**config.mk**
```make
export PLATFORM = sky130hd
export DESIGN_NAME = rssi_hyst_monitor
export DESIGN_NICKNAME = d
export VERILOG_FILES = /design/src/rtl/rssi_mon_pkg.sv /design/src/rtl/rssi_tick_gen.sv /design/src/rtl/rssi_thresh_sel.sv /design/src/rtl/rssi_mon_fsm.sv /design/src/rtl/rssi_hyst_monitor.sv
export SDC_FILE = /design/constraint.sdc
export NUM_CORES = 1
export LEC_CHECK = 0
export BUFFER_PORTS_ARGS = -buffer_cell sky130_fd_sc_hd__buf_2
export CAP_MARGIN = 15
export CORE_UTILIZATION = 40
export CTS_CLUSTER_SIZE = 16
export DETAILED_ROUTE_END_ITERATION = 10
export PLACE_DENSITY = 0.67
export SLEW_MARGIN = 20
export SYNTH_ARGS = -nofsm -noshare
export SYNTH_HDL_FRONTEND = slang
export SYNTH_SLANG_ARGS = --single-unit
export TNS_END_PERCENT = 50
```
**constraint.sdc**
```tcl
create_clock -name clk -period 1.5 [get_ports clk]
set_clock_uncertainty 0.2 [all_clocks]
set_input_delay 0.3 -clock clk [delete_from_list [all_inputs] [get_ports clk]]
set_output_delay 0.3 -clock clk [all_outputs]
set_load 0.005 [all_outputs]
```
**src/rtl/rssi_mon_pkg.sv**
```systemverilog
package rssi_mon_pkg;

    typedef enum logic [1:0] {
        ST_IDLE   = 2'd0,
        ST_TUNING = 2'd1,
        ST_ARMED  = 2'd2,
        ST_MUTED  = 2'd3
    } mon_state_t;

    localparam int unsigned SEL_W   = 2;
    localparam int unsigned IDX_W   = SEL_W + 1;
    localparam int unsigned NUM_ENT = 1 << IDX_W;

endpackage

```
**src/rtl/rssi_tick_gen.sv**
```systemverilog
module rssi_tick_gen #(
    parameter int unsigned TICK_DIV = 50000
) (
    input  logic clk,
    input  logic rst_n,
    input  logic restart,
    output logic tick
);
    localparam int unsigned CNT_W = (TICK_DIV > 1) ? $clog2(TICK_DIV) : 1;
    localparam logic [CNT_W-1:0] LAST = CNT_W'(TICK_DIV - 1);

    logic [CNT_W-1:0] cnt_q;

    always_ff @(posedge clk) begin
        if (!rst_n) begin
            cnt_q <= '0;
        end else if (restart || cnt_q == LAST) begin
            cnt_q <= '0;
        end else begin
            cnt_q <= cnt_q + 1'b1;
        end
    end

    assign tick = (cnt_q == LAST);

    generate
        if (TICK_DIV > 1) begin : g_chk
            AST_RESTART_NO_TICK: assert property (@(posedge clk) disable iff (!rst_n)
                restart |=> !tick);
        end
    endgenerate

endmodule

```
**src/rtl/rssi_thresh_sel.sv**
```systemverilog
module rssi_thresh_sel
    import rssi_mon_pkg::*;
#(
    parameter int unsigned LVL_W = 8,
    parameter logic [NUM_ENT*LVL_W-1:0] THR_TABLE = 64'h3428_1C10_281E_140A
) (
    input  logic             clk,
    input  logic             rst_n,
    input  logic             load,
    input  logic             mute,
    input  logic [IDX_W-1:0] idx,
    output logic [LVL_W-1:0] thr
);
    logic [LVL_W-1:0] tbl [NUM_ENT];

    generate
        for (genvar g = 0; g < NUM_ENT; g++) begin : g_tbl
            assign tbl[g] = THR_TABLE[g*LVL_W +: LVL_W];
        end
    endgenerate

    always_ff @(posedge clk) begin
        if (!rst_n) begin
            thr <= '0;
        end else if (load) begin
            thr <= mute ? '0 : tbl[idx];
        end
    end

endmodule

```
**src/rtl/rssi_mon_fsm.sv**
```systemverilog
module rssi_mon_fsm
    import rssi_mon_pkg::*;
#(
    parameter int unsigned LVL_W = 8
) (
    input  logic             clk,
    input  logic             rst_n,
    input  logic             tune_start,
    input  logic             done_any,
    input  logic             done_mute,
    input  logic             tick,
    input  logic [LVL_W-1:0] rssi,
    input  logic [LVL_W-1:0] thr,
    input  logic             stat_rd,
    output mon_state_t       state,
    output logic             flag
);
    mon_state_t state_d;
    logic       set_now;

    always_comb begin
        state_d = state;
        unique case (state)
            ST_IDLE, ST_TUNING, ST_ARMED, ST_MUTED: begin
                if (tune_start) begin
                    state_d = ST_TUNING;
                end else if (done_any) begin
                    state_d = done_mute ? ST_MUTED : ST_ARMED;
                end
            end
            default: state_d = ST_IDLE;
        endcase
    end

    always_ff @(posedge clk) begin
        if (!rst_n) begin
            state <= ST_IDLE;
        end else begin
            state <= state_d;
        end
    end

    assign set_now = (state == ST_ARMED) && tick && !done_any && (rssi < thr);

    always_ff @(posedge clk) begin
        if (!rst_n) begin
            flag <= 1'b0;
        end else if (tune_start) begin
            flag <= 1'b0;
        end else if (set_now) begin
            flag <= 1'b1;
        end else if (stat_rd) begin
            flag <= 1'b0;
        end
    end

    AST_TUNE_CLEARS: assert property (@(posedge clk) disable iff (!rst_n)
        tune_start |=> !flag);
    AST_READ_CLEARS: assert property (@(posedge clk) disable iff (!rst_n)
        (stat_rd && !tick) |=> !flag);
    AST_SET_ON_TICK: assert property (@(posedge clk) disable iff (!rst_n)
        !tick |=> !$rose(flag));
    AST_NO_SET_UNARMED: assert property (@(posedge clk) disable iff (!rst_n)
        (state != ST_ARMED) |=> !$rose(flag));

endmodule

```
**src/rtl/rssi_hyst_monitor.sv**
```systemverilog
module rssi_hyst_monitor
    import rssi_mon_pkg::*;
#(
    parameter int unsigned TICK_DIV = 50000,
    parameter int unsigned LVL_W = 8,
    parameter logic [NUM_ENT*LVL_W-1:0] THR_TABLE = 64'h3428_1C10_281E_140A
) (
    input  logic             clk,
    input  logic             rst_n,
    input  logic [LVL_W-1:0] rssi_lvl,
    input  logic [1:0]       thr_sel,
    input  logic             hyst_wide,
    input  logic             search_done,
    input  logic             preset_done,
    input  logic             af_done,
    input  logic             tune_start,
    input  logic             stat_rd,
    input  logic             lev_mask,
    output logic             lev_flag,
    output logic             irq
);
    logic             done_any;
    logic             done_mute;
    logic             arm;
    logic             tick;
    logic [LVL_W-1:0] thr;
    mon_state_t       state;

    assign done_any  = search_done | preset_done | af_done;
    assign done_mute = (search_done | preset_done) && (thr_sel == 2'd3);
    assign arm       = done_any && !tune_start;

    rssi_tick_gen #(
        .TICK_DIV (TICK_DIV)
    ) u_tick (
        .clk     (clk),
        .rst_n   (rst_n),
        .restart (arm),
        .tick    (tick)
    );

    rssi_thresh_sel #(
        .LVL_W     (LVL_W),
        .THR_TABLE (THR_TABLE)
    ) u_thr (
        .clk   (clk),
        .rst_n (rst_n),
        .load  (arm),
        .mute  (done_mute),
        .idx   ({hyst_wide, thr_sel}),
        .thr   (thr)
    );

    rssi_mon_fsm #(
        .LVL_W (LVL_W)
    ) u_fsm (
        .clk        (clk),
        .rst_n      (rst_n),
        .tune_start (tune_start),
        .done_any   (done_any),
        .done_mute  (done_mute),
        .tick       (tick),
        .rssi       (rssi_lvl),
        .thr        (thr),
        .stat_rd    (stat_rd),
        .state      (state),
        .flag       (lev_flag)
    );

    assign irq = lev_flag & lev_mask;

    AST_MUTED_THR_ZERO: assert property (@(posedge clk) disable iff (!rst_n)
        (state == ST_MUTED) |-> (thr == '0));

endmodule

```
## Yosys cells after proc, flatten, opt, wreduce, memory -nomap -nowiden

Memories as Yosys holds them, arrays and structs flattened.
Index checks and enable logic that the tools add are counted.

| operators by class | value |
|---|---|
| $lt $le $gt $ge | 2 |
| $add $sub $neg | 1 |
| reduce and logical (&&, ||, !) cells | 13 |
| muxes and demuxes | 9 |
| equality and inequality tests | 6 |
| bitwise gates (word level) | 5 |

Operators with widths:

| operator | number |
|---|---|
| $mux 8 | 3 |
| $add 16x1->16 const B | 1 |
| $eq 16x16->1 const B | 1 |
| $lt 8x8->1 | 1 |
| $eq 2x2->1 const B | 3 |
| $mux 2 | 3 |
| $logic_and 1x1->1 | 5 |
| $ge 4x4->1 const B | 1 |
| $not 3->4 | 1 |
| $reduce_or 2->1 | 2 |
| $reduce_or 4->1 | 1 |
| $mux 1 | 3 |
| $ne 3x3->1 const B | 1 |
| $eq 2x1->1 const B | 1 |
| $logic_not 1->1 | 2 |
| $logic_not 2->1 | 1 |
| $or 1x1->1 | 2 |
| $reduce_bool 2->1 | 1 |
| $and 1x1->1 | 1 |
| $logic_or 1x1->1 | 1 |
| $not 1->1 | 1 |

| storage, ports and cells | value |
|---|---|
| memory bits (read-only) | 64 |
| output and inout bits | 2 |
| memories kept | 1 |
| flip-flop bits (word level) | 27 |
| input bits | 19 |

Memory list:

| memory | words | width | rd ports | clocked after Yosys merged registers in | wr ports | line | RTL |
|---|---|---|---|---|---|---|---|
| (name not given) | 8 | 8 | 1 | 0 | 0 | rssi_thresh_sel.sv:26 | `thr <= mute ? '0 : tbl[idx];` |

## Logic depth before layout (Yosys ltp)

Gate-level depths: netlist of run 1.

| logic depth | value |
|---|---|
| word-level depth | 6 |
| depth in mapped cells | 6 |

## Hierarchy

From an unflattened synthesis of run 1, not the netlist that was laid out.

| unflattened totals | value |
|---|---|
| cells, all modules | 150 |
| area, all modules | 1435.1 sq um |

Modules (own cells, without submodules):

| module | sequential area each (sq um) | times used | area an instance (sq um) | cells each |
|---|---|---|---|---|
| rssi_tick_gen | 320.3 | 1 | 799.5 | 80 |
| rssi_thresh_sel | 100.1 | 1 | 300.3 | 31 |
| rssi_mon_fsm | 60.1 | 1 | 294.0 | 35 |
| rssi_hyst_monitor | 0.0 | 1 | 41.3 | 4 |

## Worst setup path before layout of run 1

No wires, ideal clock.

| timing | value |
|---|---|
| path kind | reg2reg |
| from | register u_tick.cnt_q[0] |
| to | register u_tick.cnt_q[14] |
| cell stages (with the launch flop) | 7 |
| buffers on the path | 1 |
| data arrival time | 1.294 ns |
| required time | 1.185 ns |
| path slack | -0.109 ns |
| clock period less this slack | 1.609 ns |
| path through | dfxtp_1 -> ha_1 -> and3_1 -> and4_4 -> nand3b_4 -> buf_6 -> nor2_1 |

| on the way | value |
|---|---|
| word-level cells in the longest chain between the ends | 3 |
| elaborated cells between the ends (all ways) | 4 |

RTL lines:

| what | line | RTL |
|---|---|---|
| start: declaration | rssi_tick_gen.sv:12 | `logic [CNT_W-1:0] cnt_q;` |
| start signal: assignment | rssi_tick_gen.sv:20 | `cnt_q <= cnt_q + 1'b1;` |
| parallel branches: the longest is 3 deep, another holds $add 16x1->16 | -- |  |

Parallel ways; which one is timed is not known.
A chain may end at the register's enable or synchronous reset.

## Final worst setup path of run 1

| timing | value |
|---|---|
| from | register u_tick.cnt_q[12] |
| to | register u_tick.cnt_q[13] |

Same word-level chain as after synthesis.

==> results of run 1 <==
-- metrics by stage --
stage	worst slack, ns	TNS (ns)	utilization	hold slack (ns)
after floorplan	0.005493	0	-	0.2148
after global placement	-0.1575	-1.213	0.5223	0.2394
after detailed placement	-0.1556	-1.906	0.5223	0.2511
after CTS	-0.03538	-0.1482	0.5554	0.08026
after global routing	-0.07223	-0.6216	0.6103	0.1097
final	0.004576	0	0.6103	0.1013
-- Yosys cell counts (2+ instances only) --
master / number / area, sq um
nor2_1: 17 / 63.81
o21a_1: 2 / 15.01
and4bb_1: 2 / 25.02
dfxtp_1: 24 / 480.5
a21boi_0: 2 / 15.01
and3_1: 3 / 18.77
buf_6: 2 / 22.52
xor2_1: 6 / 52.55
inv_1: 11 / 41.29
nor4_1: 6 / 37.54
ha_1: 8 / 100.1
nand2_1: 5 / 18.77
nand4_1: 6 / 37.54
nand3_1: 6 / 30.03
nor3_1: 3 / 15.01
a211oi_1: 3 / 22.52
xnor2_1: 8 / 70.07
and2_1: 2 / 12.51
a32o_1: 2 / 20.02
-- area by class of cell --
cell class | instances | area, sq um
flip-flops and latches | 24 | 496.7
fillers | 252 | 1180
multi-input cells | 100 | 895.9
well taps | 44 | 55.05
inverters | 11 | 41.29
repair buffers | 47 | 322.8
clock buffers | 4 | 36.28
-- metal layers --
| metal | global-route usage | share of wire | vias up |
|---|---|---|---|
| li1 | - | - | 589 |
| met1 | 0.2086 | 0.45 | 568 |
| met2 | 0.3136 | 0.52 | 18 |
| met3 | 0.03125 | 0.023 | 2 |
| met4 | 0.05102 | 0.0063 | 0 |
| met5 | 0 | 0 | - |
-- path summary, 6_finish.rpt --
| check | end | slack [ns] | cells past startpoint |
|---|---|---|---|
| worst min register to register | u_tick.cnt_q[0] | 0.26 | 1 |
| worst max register to register | u_tick.cnt_q[13] | 0.005 | 6 |
| worst max-delay path | u_tick.cnt_q[13] | 0.005 | 6 |
| worst min-delay path | u_fsm.flag | 0.10 | 4 |
-- layout by cell type, fill, tap and decap left out, types with 3 or more instances in the layout --
master    instances
a211oi_1          3
buf_2            19
buf_4            23
buf_6             4
clkbuf_4          3
dfxtp_1          15
dfxtp_2           7
ha_1              6
inv_1            11
nand2_1           5
nand3_1           5
nand4_1           6
nor2_1           16
nor3_1            3
nor4_4            5
xnor2_1           8
xor2_1            6
-- worst register-to-register path: stages, from the launching register on --
cell and delay [ns]:
dfxtp_2 0.37, buf_6 0.10, nand4_1 0.16, buf_4 0.21, nor4_4 0.15, xnor2_1 0.16
nor2_1 0.06
-- sequential cells by signal (all words and copies together) (netlist names) --
| name | count |
|---|---|
| u_tick.cnt_q | 16 |
| u_thr.thr | 5 |
| u_fsm.state | 2 |
| u_fsm.flag | 1 |
-- cell families (layout without fill, tap and decap cells) --
family	count (synthesis)	in the layout	share of synthesized area
flip-flops	24	24	0.3794
AO/OA/AOI/OAI	14	14	0.08794
XOR/XNOR	14	14	0.09684
adder cells (fa/ha/maj)	8	8	0.07905
multiplexers	2	2	0.01680
AND/OR/NAND/NOR	61	62	0.2856
buffers and inverters	14	62	0.05434
-- report_power, final --
| group | switching [mW] | leakage [nW] | internal, mW |
|---|---|---|---|
| sequential | 0.0114 | 0.200 | 0.652 |
| combinational | 0.0822 | 0.589 | 0.0897 |
| clock | 0.192 | 0.0210 | 0.148 |
-- repair_timing --
item                                    in CTS  in global routing
pin swaps                                    2                 17
hold endpoints to repair                     1                  0
endpoints found under the setup margin      16                 16
resized for setup                            9                 25
cloned                                       1                  0
buffers inserted                             0                  4
hold buffers                                 1                  0
==> run summary, run 1 <==
In this run, placement finished with an instance count of 220. The sum of net half-perimeters after detailed placement came out at 2066 microns. The final count of hold timing violations came out at 0. The largest stage delay on the critical path came out at 0.37 ns.

The sequential fraction of the synthesis area came out at 0.3794. From bottom edge to top edge, the die measures 58.27 microns. For this run the aggregate overflow at the end of global routing stands at 0. The post-detailed-route DRC marker count came out at 0. No sink is reached through more buffers than the 2 on the longest clock path. The number of antenna violations at the first check in global routing is 0. The number of buffers and inverters on the critical path is 2. The count of final max-slew check failures was 0.

The total length of routed wires came out at 3005 microns. STA classifies the critical path startpoint as a register. The remaining max-slew budget at the tightest pin came out at 0.7758. In this run the core area contains 20 standard-cell rows.

The via total after detailed routing is 1177. Setup repair after global routing could not meet its margin everywhere. In this run, the number of DRC markers left after iteration 0 of detailed routing was 40. The number of storage elements in the synthesis netlist came out at 24. The weighted congestion reported at the end of routability-driven placement came out at 0.8091. The clock buffer count from CTS came out at 3.

The period utilization is 0.9969. The die outline width came out at 58.27 microns. The I/O pin total came out at 21. The H-tree depth is 1.

The number of distinct library cells after synthesis came out at 38. The number of synthesized flops with an enable pin is 0. The arrival time at the worst endpoint came out at 1.51 ns.

On the critical path the largest part of the delay comes from flip-flops. On the critical path, the stage with the largest delay is an instance of dfxtp_2. The post-layout total power came out at 1.176 mW.

Power spread over the standard cell area amounts to 636.2 nW/um^2. The top flip-flop cell by instance count after synthesis is dfxtp_1. In this run the critical register-to-register path is launched from u_tick.cnt_q[12]. The synthesized net count came out at 164.

The first global-routing pass estimated 4574 microns of wire. The worst setup path is captured at a register. The area of the die is 3395 sq um. The path class of the tightest hold or removal check is in -> reg. In the final routed layout, each cell accounts on average for 13.07 microns. The count of antenna diodes in the layout came out at 0. The via count of the first global-routing pass was 1122. The launch point of the worst hold path is rssi_lvl[7]. Compared with the post-synthesis result, the final layout area differs by 45.95%.

The count of yosys warnings during synthesis came out at 0. The non-filler instance count after layout is 230. The time the worst path needs with I/O delays and setup is 1.495 ns. The number of clock sinks seen by CTS came out at 24.

The worst IR drop on VDD is 0.0004492 V. The signal on the critical path passes through buf_6, nand4_1, buf_4, nor4_4, xnor2_1, nor2_1. The run finished with clean final reports.

Summing all non-filler instances in the final layout gives an area of 1848 sq um. The synthesized netlist cell count came out at 137. In the synthesized netlist the async set-or-reset flop fraction comes to 0.

The number of buffers inserted by port buffering is 19. The TritonCTS clock tree is built. The total leakage power came out at 0.8100 nW. The actual slew at the worst max-slew pin is 0.3342 ns.

The highest clock frequency the design can meet is 668.7 MHz. The worst-skew pair later-pin latency is 0.31 ns. The detail route stage leaves a number of antenna-violating nets equal to 0. The total number of nets in the final design came out at 214.

Tracing the worst setup path back leads to its startpoint at u_tick.cnt_q[12]. The setup violation total in the final timing report is 0. The max-cap check violation count is 0. For the worst setup path, the data required time is 1.52 ns.

After detailed placement, the total cell area comes to 1582 sq um. For this configuration, the core starts out at a cell density of 0.4182. The first-pass detailed-route iteration total is 4. The per-cell via count in the routed design came out at 5.117. In the final layout, the share of cells above drive strength 1 is 0.4301. The critical path is of the reg -> reg type. The global router's overall resource usage is 0.1735. The maximum fanout along the worst path is 2. The core region is 3028 sq um. The clock slew at the register clock pins of the worst setup and hold paths is 0.13 ns.

Clock tree synthesis selected as its root buffer the cell clkbuf_4. The mean instance size in the synthesized netlist is 9.242 sq um. The cell area after synthesis came out at 1266 sq um.

The maximum number of pins on one net before global-route repair is 14.
No activity file was read; power rests on OpenSTA's default activity.
==> inputs of run 2 (changes only) <==
--- a/config.mk
+++ b/config.mk
@@ -10,7 +10,8 @@
 export CORE_UTILIZATION = 40
 export CTS_CLUSTER_SIZE = 16
 export DETAILED_ROUTE_END_ITERATION = 10
-export PLACE_DENSITY = 0.67
+export MAX_ROUTING_LAYER = met4
+export PLACE_DENSITY = 0.64
 export SLEW_MARGIN = 20
 export SYNTH_ARGS = -nofsm -noshare
 export SYNTH_HDL_FRONTEND = slang
==> run summary, run 2 (same netlist as run 1, synthesis figures left out) <==
The highest clock frequency the design can meet came out at 655.5 MHz. For this run the aggregate overflow at the end of global routing stands at 0. The via count of the first global-routing pass came to 1227.

The worst pin sits at a relative slew slack of 0.8047. The number of buffers on the longest clock path is 2. Of the available clock period, the critical path in the final layout requires 1.017. The total length of routed wires came out at 2972 microns. The maximum number of pins on one net before global-route repair came out at 13. In the final design database the tool counted 213 nets. The layout cell share with drive strength beyond 1 is 0.4239.

The growth of design area from synthesis to finish is 39.13%. The total leakage power came out at 0.7126 nW. The arrival time at the worst endpoint is 1.55 ns. The largest registers in the layout are u_tick.cnt_q: 16 flops, u_thr.thr: 5 flops, u_fsm.state: 2 flops. Setup violations remaining at the end of the flow were counted as 9.

The worst setup path is launched from a register. The checks that failed: setup timing. The worst IR drop on VDD came out at 0.0003638 V. The wire length per cell after detailed routing came out at 13.04 microns.

The H-tree depth came out at 1. The count of final max-slew check failures came out at 0. The final count of hold timing violations was 0. Across the run, the number of max-cap violations was 0. The number of antenna violations at the first check in global routing was 0. The post-detailed-route DRC marker count came out at 0. The first-pass GRT wire length is 5154 microns. The library cells used most frequently in the layout, excluding fill and tap cells, are 25 x buf_4, 19 x buf_2, 17 x nor2_1, 13 x dfxtp_1, 11 x inv_1. The remaining antenna violation count after routing is 0. The worst setup path is captured at a register.

After detailed routing, the number of vias per cell comes to 5.136. The worst-skew pair later-pin latency is 0.30 ns. The area of the die is 3395 sq um. The TritonCTS clock tree is built. The first-pass detailed-route iteration total is 4. The clock slew at the register clock pins of the worst setup and hold paths came out at 0.13 ns. Setup repair after global routing could not meet its margin everywhere. For this block, the initial DRC count from the detailed router was 41. The actual slew at the worst max-slew pin is 0.2913 ns. The post-layout total power came out at 1.108 mW.

Clock tree synthesis inserted a total of 3 buffers. The number of clock sinks seen by CTS is 24. The maximum fanout along the worst path is 3. The tightest hold margin came out at 0.06525 ns. More flip-flops sit in one register than any other, and that register is u_tick.cnt_q. At the end of routability-driven placement, the weighted congestion stood at 0.8739. The core area is 3028 sq um. The flow ran to the end, but the final reports show violations. The count of antenna diodes in the layout is 0.

In the global route stage, overall resource usage came out at 0.2036. The required time of the worst setup path came out at 1.53 ns. In the post-route analysis, the smallest setup slack over all paths is -0.02559 ns. The total power per unit cell area came out at 628.9 nW/um^2. For this design the top-level I/O count stands at 21. The root buffer cell chosen for the clock tree is clkbuf_4. The die outline width came out at 58.27 microns. The commonest non-fill, non-tap cell in the layout is buf_4. The sum of net half-perimeters after detailed placement came out at 2098 microns.

Input and output buffers added on the ports amount to 19. The floorplan has 20 rows. The critical path is of the reg -> reg type. The path class of the tightest hold or removal check is in -> reg. The initial utilization of the core area, before any placement, comes to 0.4182. The register with the most flip-flops in the layout has 16 of them. The via total after detailed routing came out at 1171. The time the worst path needs with I/O delays and setup is 1.526 ns. The vertical die dimension came out at 58.27 microns.
==> run 2: changes by cell type in the layout (fill, tap and decap cells not counted), sizes merged <==
cell | before | now
clkbuf | 4 | 3
buf | 46 | 45
==> run 2: worst paths after layout <==
check,start,to,slack (ns),cells past startpoint
worst max-delay path,u_tick.cnt_q[12],u_fsm.flag,-0.03,5
worst min-delay path,tune_start,u_fsm.state[0],0.07,3
worst max register to register,u_tick.cnt_q[12],u_fsm.flag,-0.03,5
worst min register to register,u_thr.thr[1],u_thr.thr[1],0.27,2
==> run 2: cell type report <==
cell class / count / area (sq um)
Clock buffer: 3 / 22.52
Inverter: 11 / 41.29
Sequential cell: 24 / 496.7
Tap cell: 44 / 55.05
Timing Repair Buffer: 46 / 304.0
Fill cell: 267 / 1266
Multi-Input combinational cell: 100 / 842.1
==> run 2: what timing repair did <==
item,in CTS,in global routing
pin swaps,4,3
cloned,1,0
hold endpoints to repair,1,0
buffers inserted,2,1
gates resized for setup,16,9
endpoints found under the setup margin,16,16
hold buffers,1,0
==> run 2: metal layers <==
| layer | vias up | wire, microns | GRT usage |
|---|---|---|---|
| li1 | 584 | - | - |
| met1 | 557 | 1434 | 0.2493 |
| met2 | 26 | 1413 | 0.3333 |
| met3 | 4 | 87 | 0.02232 |
| met4 | 0 | 36 | 0.09864 |
| met5 | - | 0 | - |
==> run 2: metrics by stage <==
stage	cells	setup WS, ns	TNS [ns]	util	area (sq um)
detailed placement	220	-0.1417	-1.468	0.5223	1582
CTS	227	-0.01462	-0.01462	0.5674	1718
global route	228	-0.08237	-0.8331	0.5818	1762
global placement	220	-0.1330	-0.9763	0.5223	1582
floorplan	137	0.005493	0	-	1286
finish	228	-0.02559	-0.1156	0.5818	1762
==> run 2: critical path, cell delays in order (launching register included) <==
cell and delay [ns]:
dfxtp_2 0.35, nor4b_2 0.31, and4_4 0.29, buf_4 0.11, nand4_1 0.08, o32ai_1 0.11
==> run 2: power breakdown <==
group / internal, mW / switching (mW) / total (mW)
combinational: 0.0869 / 0.0797 / 0.167
clock: 0.0937 / 0.184 / 0.277
sequential: 0.652 / 0.0116 / 0.664
total: 0.833 / 0.275 / 1.11
